`config.mk`:
```
export PLATFORM = sky130hd
export DESIGN_NAME = cascade_fifo
export DESIGN_NICKNAME = d
export VERILOG_FILES = /design/src/rtl/cascade_fifo_slice.sv /design/src/rtl/cascade_fifo.sv
export SDC_FILE = /design/constraint.sdc
export NUM_CORES = 1
export LEC_CHECK = 0
export BUFFER_PORTS_ARGS = -buffer_cell sky130_fd_sc_hd__buf_4
export CELL_PAD_IN_SITES_DETAIL_PLACEMENT = 0
export CELL_PAD_IN_SITES_GLOBAL_PLACEMENT = 1
export CORE_MARGIN = 1.5
export CORE_UTILIZATION = 32
export DETAILED_ROUTE_END_ITERATION = 10
export HOLD_SLACK_MARGIN = 0.1
export MAX_ROUTING_LAYER = met4
export PLACE_DENSITY = 0.53
export SYNTH_ARGS = -nofsm -noshare
export SYNTH_HDL_FRONTEND = slang
export SYNTH_SLANG_ARGS = --single-unit
```
`constraint.sdc`:
```
create_clock -name clk -period 2 [get_ports clk]
set_input_delay 0.4 -clock clk [delete_from_list [all_inputs] [get_ports clk]]
set_output_delay 0.4 -clock clk [all_outputs]
set_load 0.01 [all_outputs]
```
`src/rtl/cascade_fifo_slice.sv`:
```
module cascade_fifo_slice #(
  parameter int WIDTH = 9,
  parameter int DEPTH = 4
) (
  input  logic             clk,
  input  logic             rst_n,
  input  logic             first_load_n,
  input  logic             wr_go,
  input  logic             rd_go,
  input  logic [WIDTH-1:0] din,
  input  logic [1:0]       xi,
  output logic [1:0]       xo,
  output logic [WIDTH-1:0] q,
  output logic             empty_f,
  output logic             full_f,
  output logic             half_f,
  output logic             wtok,
  output logic             rtok,
  output logic [$clog2(DEPTH+1)-1:0] count
);
  localparam int AW = (DEPTH > 1) ? $clog2(DEPTH) : 1;
  localparam int CW = $clog2(DEPTH+1);

  logic [WIDTH-1:0] mem [DEPTH];
  logic [AW-1:0] wptr, rptr;

  wire wr_here = wr_go & wtok;
  wire rd_here = rd_go & rtok;
  wire wlast   = (wptr == AW'(DEPTH-1));
  wire rlast   = (rptr == AW'(DEPTH-1));

  assign xo[0]   = wr_here & wlast;
  assign xo[1]   = rd_here & rlast;
  assign q       = rtok ? mem[rptr] : '0;
  assign empty_f = rtok & (count == '0);
  assign full_f  = wtok & (count == CW'(DEPTH));
  assign half_f  = (count > CW'(DEPTH/2));

  always_ff @(posedge clk) begin
    if (wr_here) mem[wptr] <= din;
  end

  always_ff @(posedge clk or negedge rst_n) begin
    if (!rst_n) begin
      wptr  <= '0;
      rptr  <= '0;
      count <= '0;
      wtok  <= ~first_load_n;
      rtok  <= ~first_load_n;
    end else begin
      if (wr_here) wptr <= wlast ? '0 : wptr + AW'(1);
      if (rd_here) rptr <= rlast ? '0 : rptr + AW'(1);
      count <= count + CW'(wr_here) - CW'(rd_here);
      wtok  <= (wtok & ~xo[0]) | xi[0];
      rtok  <= (rtok & ~xo[1]) | xi[1];
    end
  end

  a_r4_write_token_arrives: assert property (@(posedge clk) disable iff (!rst_n)
    $rose(wtok) |-> $past(xi[0]));
  a_r5_read_token_arrives: assert property (@(posedge clk) disable iff (!rst_n)
    $rose(rtok) |-> $past(xi[1]));
  a_r6_count_bounded: assert property (@(posedge clk) disable iff (!rst_n)
    count <= CW'(DEPTH));
endmodule

```
`src/rtl/cascade_fifo.sv`:
```
module cascade_fifo #(
  parameter int WIDTH  = 9,
  parameter int DEPTH  = 4,
  parameter int NSLICE = 3
) (
  input  logic              clk,
  input  logic              rst_n,
  input  logic              wr_en,
  input  logic [WIDTH-1:0]  din,
  input  logic              rd_en,
  output logic [WIDTH-1:0]  dout,
  output logic              full,
  output logic              empty,
  output logic [NSLICE-1:0] half_full
);
  localparam int CW = $clog2(DEPTH+1);

  logic [1:0]       xo_a [NSLICE];
  logic [WIDTH-1:0] q_a  [NSLICE];
  logic [CW-1:0]    cnt_a [NSLICE];
  logic [NSLICE-1:0] full_v, empty_v, wtok_v, rtok_v;

  assign full  = |full_v;
  assign empty = |empty_v;
  wire wr_go = wr_en & ~full;
  wire rd_go = rd_en & ~empty;

  for (genvar i = 0; i < NSLICE; i++) begin : g_slice
    localparam int PREV = (i + NSLICE - 1) % NSLICE;
    cascade_fifo_slice #(.WIDTH(WIDTH), .DEPTH(DEPTH)) u_slice (
      .clk(clk), .rst_n(rst_n),
      .first_load_n(i != 0),
      .wr_go(wr_go), .rd_go(rd_go), .din(din),
      .xi(xo_a[PREV]), .xo(xo_a[i]), .q(q_a[i]),
      .empty_f(empty_v[i]), .full_f(full_v[i]), .half_f(half_full[i]),
      .wtok(wtok_v[i]), .rtok(rtok_v[i]), .count(cnt_a[i])
    );
  end

  always_comb begin
    dout = '0;
    for (int i = 0; i < NSLICE; i++) dout |= q_a[i];
  end

  int total;
  always_comb begin
    total = 0;
    for (int i = 0; i < NSLICE; i++) total += int'(cnt_a[i]);
  end

  a_r2_one_write_token: assert property (@(posedge clk) disable iff (!rst_n)
    $onehot(wtok_v));
  a_r2_one_read_token: assert property (@(posedge clk) disable iff (!rst_n)
    $onehot(rtok_v));
  a_r7_full_blocks_write: assert property (@(posedge clk) disable iff (!rst_n)
    full && !rd_en |=> $stable(total));
  a_r7_empty_blocks_read: assert property (@(posedge clk) disable iff (!rst_n)
    empty && !wr_en |=> $stable(total));
  a_r6_full_means_capacity: assert property (@(posedge clk) disable iff (!rst_n)
    full |-> total == NSLICE*DEPTH);
endmodule

```
# Word-level counts from Yosys, hierarchy flattened
# Memories as Yosys holds them, arrays and structs flattened.
# Index checks and enable logic that the tools add are counted.
# word_totals
reg_bits,27
ramBits,108
input_bits,13
out_inout_bits,14
memories,3
# memory_table
name,words,word_bits,rd,rd_clocked_by_memory_dff,wr,line,source
g_slice[0].u_slice.mem,4,9,1,0,1,cascade_fifo_slice.sv:24,logic [WIDTH-1:0] mem [DEPTH];
g_slice[1].u_slice.mem,4,9,1,0,1,cascade_fifo_slice.sv:24,
g_slice[2].u_slice.mem,4,9,1,0,1,cascade_fifo_slice.sv:24,
# op_classes
n_addsub,12
order_cmp,3
n_eq_ne,9
muxes,15
bitwise,42
reduce_logical,5
# ops
operator,n
$mux 9,3
$and 1x1->1,26
$or 9x9->9,2
$add 2x1->2 const B,6
$eq 2x2->1 const B,6
$mux 2,6
$add 3x1->3,3
$eq 3x3->1 const B,3
$gt 3x2->1 const B,3
$logic_not 3->1,3
$sub 3x1->3,3
$not 1->1,8
$mux 1,6
$or 1x1->1,6
$reduce_or 3->1,2

# Depth between registers and ports, before layout
# logic_depth
depth_word,10
mapped_depth,7
mapped_depth_nobuf,7

# Worst setup path before layout
# No wires, ideal clock.
# synth_path
path_kind,flip-flop to flip-flop
start,register g_slice[0].u_slice.rtok
end,register g_slice[1].u_slice.count[2]
setup_ps,123
arrival_ps,2106
required_time_ps,1877
path_slack_ps,-228
stages_incl_launch_ff,8
n_path_buf,0
synth_period_minus_slack_ps,2228
path_cell_list,dfstp_2 > nor4b_2 > nor4_2 > ha_1 > inv_1 > ha_1 > fa_1 > xnor2_1
# synth_via
elab_chain_cells,6
# synth_lines
item,line,source
from (decl),cascade_fifo_slice.sv:18,"output logic rtok,"
from (signal assigned),cascade_fifo_slice.sv:49,rtok <= ~first_load_n;
from (signal assigned),cascade_fifo_slice.sv:55,rtok <= (rtok & ~xo[1]) | xi[1];
$and 1x1->1,cascade_fifo_slice.sv:35,assign empty_f = rtok & (count == '0);
$reduce_or 3->1,cascade_fifo.sv:24,assign empty = |empty_v;
$not 1->1,cascade_fifo.sv:26,wire rd_go = rd_en & ~empty;
$and 1x1->1,cascade_fifo.sv:26,
$and 1x1->1,cascade_fifo_slice.sv:28,wire rd_here = rd_go & rtok;
net g_slice[1].u_slice.rd_here,cascade_fifo_slice.sv:28,
$sub 3x1->3,cascade_fifo_slice.sv:53,count <= count + CW'(wr_here) - CW'(rd_here);
to (signal assigned),cascade_fifo_slice.sv:53,
to (decl),cascade_fifo_slice.sv:19,output logic [$clog2(DEPTH+1)-1:0] count
# The timed path passes the listed nets, and every way through them passes these cells.
# A chain may end at the register's enable or synchronous reset.

# Worst setup path in the final report
# layout_path
start,register g_slice[0].u_slice.rptr[0]
end,output port dout[7]
# layout_via
elab_chain_cells,4
# layout_lines
item,line,source
from (decl),cascade_fifo_slice.sv:25,"logic [AW-1:0] wptr, rptr;"
from (signal assigned),cascade_fifo_slice.sv:52,if (rd_here) rptr <= rlast ? '0 : rptr + AW'(1);
$mem_v2 4x9,n/a,
$mux 9,cascade_fifo_slice.sv:34,assign q = rtok ? mem[rptr] : '0;
$or 9x9->9 (2 in series),cascade_fifo.sv:42,for (int i = 0; i < NSLICE; i++) dout |= q_a[i];
to (decl),cascade_fifo.sv:11,"output logic [WIDTH-1:0] dout,"
# Every way passes these cells.

==> reports/results.txt <==
Status - complete, but fails checks
Failing checks - setup timing
CORE AREA - 17840 µm²
Design Power - 6538 µW
Site Rows - 49
Final Hold Viols - 0
Area Growth Syn to Fin - 37.27%
Clk buf depth - 2
Die height - 137.6 µm
Largest family of logic cells by synthesized area - multiplexers
Routed length on met3 - 488 µm
Largest net degree at the start of global routing - 28
Fillers - 1581
Area after DPL - 6784 µm²
Final Cell Area - 7963 µm²
R2r startpoint - g_slice[0].u_slice.rtok
Global-route wire length before repair - 20000 µm
Maximum vdd drop - 0.0006004 V
Crit-path slowest cell - mux4_2
Power per cell area - 821.0 nW/µm²
RD Place Congestion - 0.7314
Hold WC Path Type - in2reg
Flops & latches, synth - 135
Hold path endpoint - g_slice[1].u_slice.mem[3][5]
Setup total negative slack - -3.059 ns
GRT Residual Overflow - 0
FF+latch area - 3929 µm²
Static Leakage - 0.002967 µW
DP HPWL - 8596 µm
Setup Crit Path Kind - reg2out
Number of flops mapped to enable cells by yosys - 108
Startpoint types - flip-flop
Routed vias - 3304
Worst-path cell chain - buf_12 -> mux4_2 -> a22oi_2 -> nand2_1 -> buf_6
Overall Global Routing Usage - 15.32%
Clock Pin Slew Worst Setup and Hold Paths - 0.06 ns
Fmax achieved - 431.9 MHz
Power share of the sequential group - 46.4%
Final core occ - 44.63%
Htree depth - 4
Num CTS Buffers - 17
Reg2Reg Setup Slack - -0.11 ns
Multi-input gate area - 2024 µm²
Register area share after synthesis - 67.60%
Non-filler cells in the finished layout - 681
Die Wd - 137.6 µm
Relative slew slack - 74.09%
Cell-internal power - 5282 µW
Drt wl/cell - 18.88 µm
Root Driver - clkbuf_16
# setup viols final - 16
Drt drc - 0
Initial Util - 32.51%
Clock tree sinks - 135
Fin Clk Skew - 0.007075 ns
Synth Net Count - 366
Worst-Skew Late Latency - 0.41 ns
Clock network fraction of total power - 52.5%
Num ports - 27
Final worst slack - -0.3156 ns
Crit. End Element - output pin
Placed cell count - 619
R2R cell count - 8
Cell Area, Synth - 5801 µm²
Main synth FF type - edfxtp_1
Syn avg cell area - 17.68 µm²
Slew Limit Fails - 0
Initial drt markers - 139
Worst-Margin Slew - 0.3858 ns
Crit Reg-Reg Endpoint - g_slice[1].u_slice.count[1]
Complex-gate fraction of the synthesized area - 2.632%
WP data arrival - 1.92 ns
Met2 wire len - 6664 µm
TritonRoute pass-1 iters - 4
Post-Synth XOR/XNOR Area - 0.7550%
Initial antenna violation count - 1
Cells after Synth - 328
RSZ-0062 raised after global routing - true
Adder-cell share of the synthesized area - 5.781%
Synth Area in Simple Gates - 7.959%
Metal-1 WL - 5564 µm
Vias in the first global route - 3549
Max Used Layer - met4
Layout cells sized above 1 - 52.77%
Comb power frac - 1.1%
Final WL - 12860 µm
CP top delay family - multiplexers
Switch share - 19.21%
Crit-path max FO - 8
Nets - 477
IO buf count - 26
Area of the die - 18940 µm²
Via/cell ratio - 4.852
Fin crit share - 115.8%
Synth async-reset ratio - 20.00%
Sw Pwr - 1256 µW
Mux share of post-synthesis cell area - 12.81%
Crit path time final - 2.316 ns
Synth unique cells - 34
Data required, critical path - 1.60 ns
Ys Warns - 0
CTS tree - built
Worst stage delay on the critical path - 0.51 ns
DRT antenna net count - 0
Max Cap Violations - 0
WP buf/inv - 2
Hold_sp - din[5]
Hold path cells - 1
## placed cells by master (no fill, tap or decap), types with 3 or more instances in the layout
cell type | netlist | routed
nor4_4 | 3 | 5
nor2_1 | 9 | 8
fa_2 | 0 | 3
nor4bb_4 | 0 | 3
buf_6 | 0 | 25
buf_4 | 3 | 68
inv_1 | 18 | 14
nand2_2 | 0 | 5
a22oi_2 | 0 | 8
edfxtp_1 | 108 | 108
and2_4 | 0 | 7
nand2_1 | 29 | 23
ha_2 | 0 | 4
and2_2 | 0 | 4
mux4_2 | 27 | 27
mux2_2 | 12 | 12
bufinv_16 | 0 | 5
buf_12 | 0 | 9
dfrtp_1 | 25 | 19
dfrtp_2 | 0 | 6
ha_1 | 22 | 17
or4_1 | 5 | 4
inv_6 | 0 | 5
inv_2 | 0 | 4
xor2_1 | 3 | 3
a22o_1 | 3 | 3
clkbuf_16 | 0 | 18
nor4b_4 | 0 | 4
## synthesized netlist by cell type, types with 6 or more instances
library cell    n  area, µm²
edfxtp_1      108       3243
dfrtp_1        25      625.6
clkbuf_1        6      22.52
inv_1          18      67.56
and2_1          9      56.30
buf_2           6      30.03
ha_1           22      275.3
nor2_1          9      33.78
nand2_1        29      108.9
mux4_2         27      608.1
a22oi_1         9      67.56
mux2_2         12      135.1
## per-layer routing
metal  up-vias  GRT usage [%]
li1       1505              -
met1      1734          18.07
met2        54          25.42
met3        11          4.452
met4         0          4.620
met5         -              -
## sequential cells by signal, indices dropped and copies added, names as in the netlist
signal                 cells
g_slice.u_slice.count      9
g_slice.u_slice.mem      108
g_slice.u_slice.rptr       6
g_slice.u_slice.rtok       3
g_slice.u_slice.wptr       6
g_slice.u_slice.wtok       3
## cells by family after synthesis
| kind of cell | after synthesis |
|---|---|
| AND/OR/NAND/NOR | 71 |
| multiplexers | 39 |
| buffers and inverters | 33 |
| AO/OA/AOI/OAI | 20 |
| XOR/XNOR | 5 |
| flip-flops | 135 |
| adder cells (fa/ha/maj) | 25 |
## power groups by stage
stage	Sequential [µW]	Clock, µW	Combinational [µW]
2_1_floorplan	3090	0	1.76
3_3_place_gp	3090	0	69.3
3_5_place_dp	3090	0	69.9
4_1_cts	3030	3510	72.2
5_1_grt	3030	3630	77.9
6_report	3040	3430	69.1
## worst max path at each step
| stage | startpoint | to | slack [ns] | depth (start not counted) |
|---|---|---|---|---|
| floorplan | g_slice[2].u_slice.count[0] | g_slice[1].u_slice.count[2] | -0.07 | 7 |
| global placement | g_slice[0].u_slice.count[0] | g_slice[0].u_slice.count[2] | -0.18 | 8 |
| detailed placement | g_slice[1].u_slice.count[2] | g_slice[1].u_slice.mem[1][1] | -0.18 | 5 |
| CTS | g_slice[1].u_slice.rptr[0] | dout[0] | -0.37 | 5 |
| global route | g_slice[1].u_slice.rptr[0] | dout[0] | -0.43 | 5 |
| finish | g_slice[0].u_slice.rptr[0] | dout[7] | -0.32 | 5 |
## final cells by class
class / count / area share [%]
multi-input cells: 163 / 25.42
clock buffers: 18 / 5.390
repair buffers: 104 / 12.65
well taps: 229 / 3.598
flip-flops and latches: 135 / 49.34
clock inverters: 13 / 2.718
diodes: 1 / 0.03143
inverters: 18 / 0.8485
## through the flow
| stage | setup slack (ns) | hold slack [ns] |
|---|---|---|
| 2_1_floorplan | -0.06875 | 0.1044 |
| 3_3_place_gp | -0.1766 | 0.3497 |
| 3_5_place_dp | -0.1844 | 0.3489 |
| 4_1_cts | -0.3660 | 0.2569 |
| 5_1_grt | -0.4298 | 0.2543 |
| 6_report | -0.3156 | 0.2722 |
## what timing repair did
action                                 CTS  global route
gates resized for setup                 62            31
buffers inserted                        17            11
setup endpoints to repair              110            93
gates cloned                             1             3
pin swaps                               29            15
hold buffers                             1             0
endpoints found under the hold margin   25             0
(Power assumes the default switching activity.)
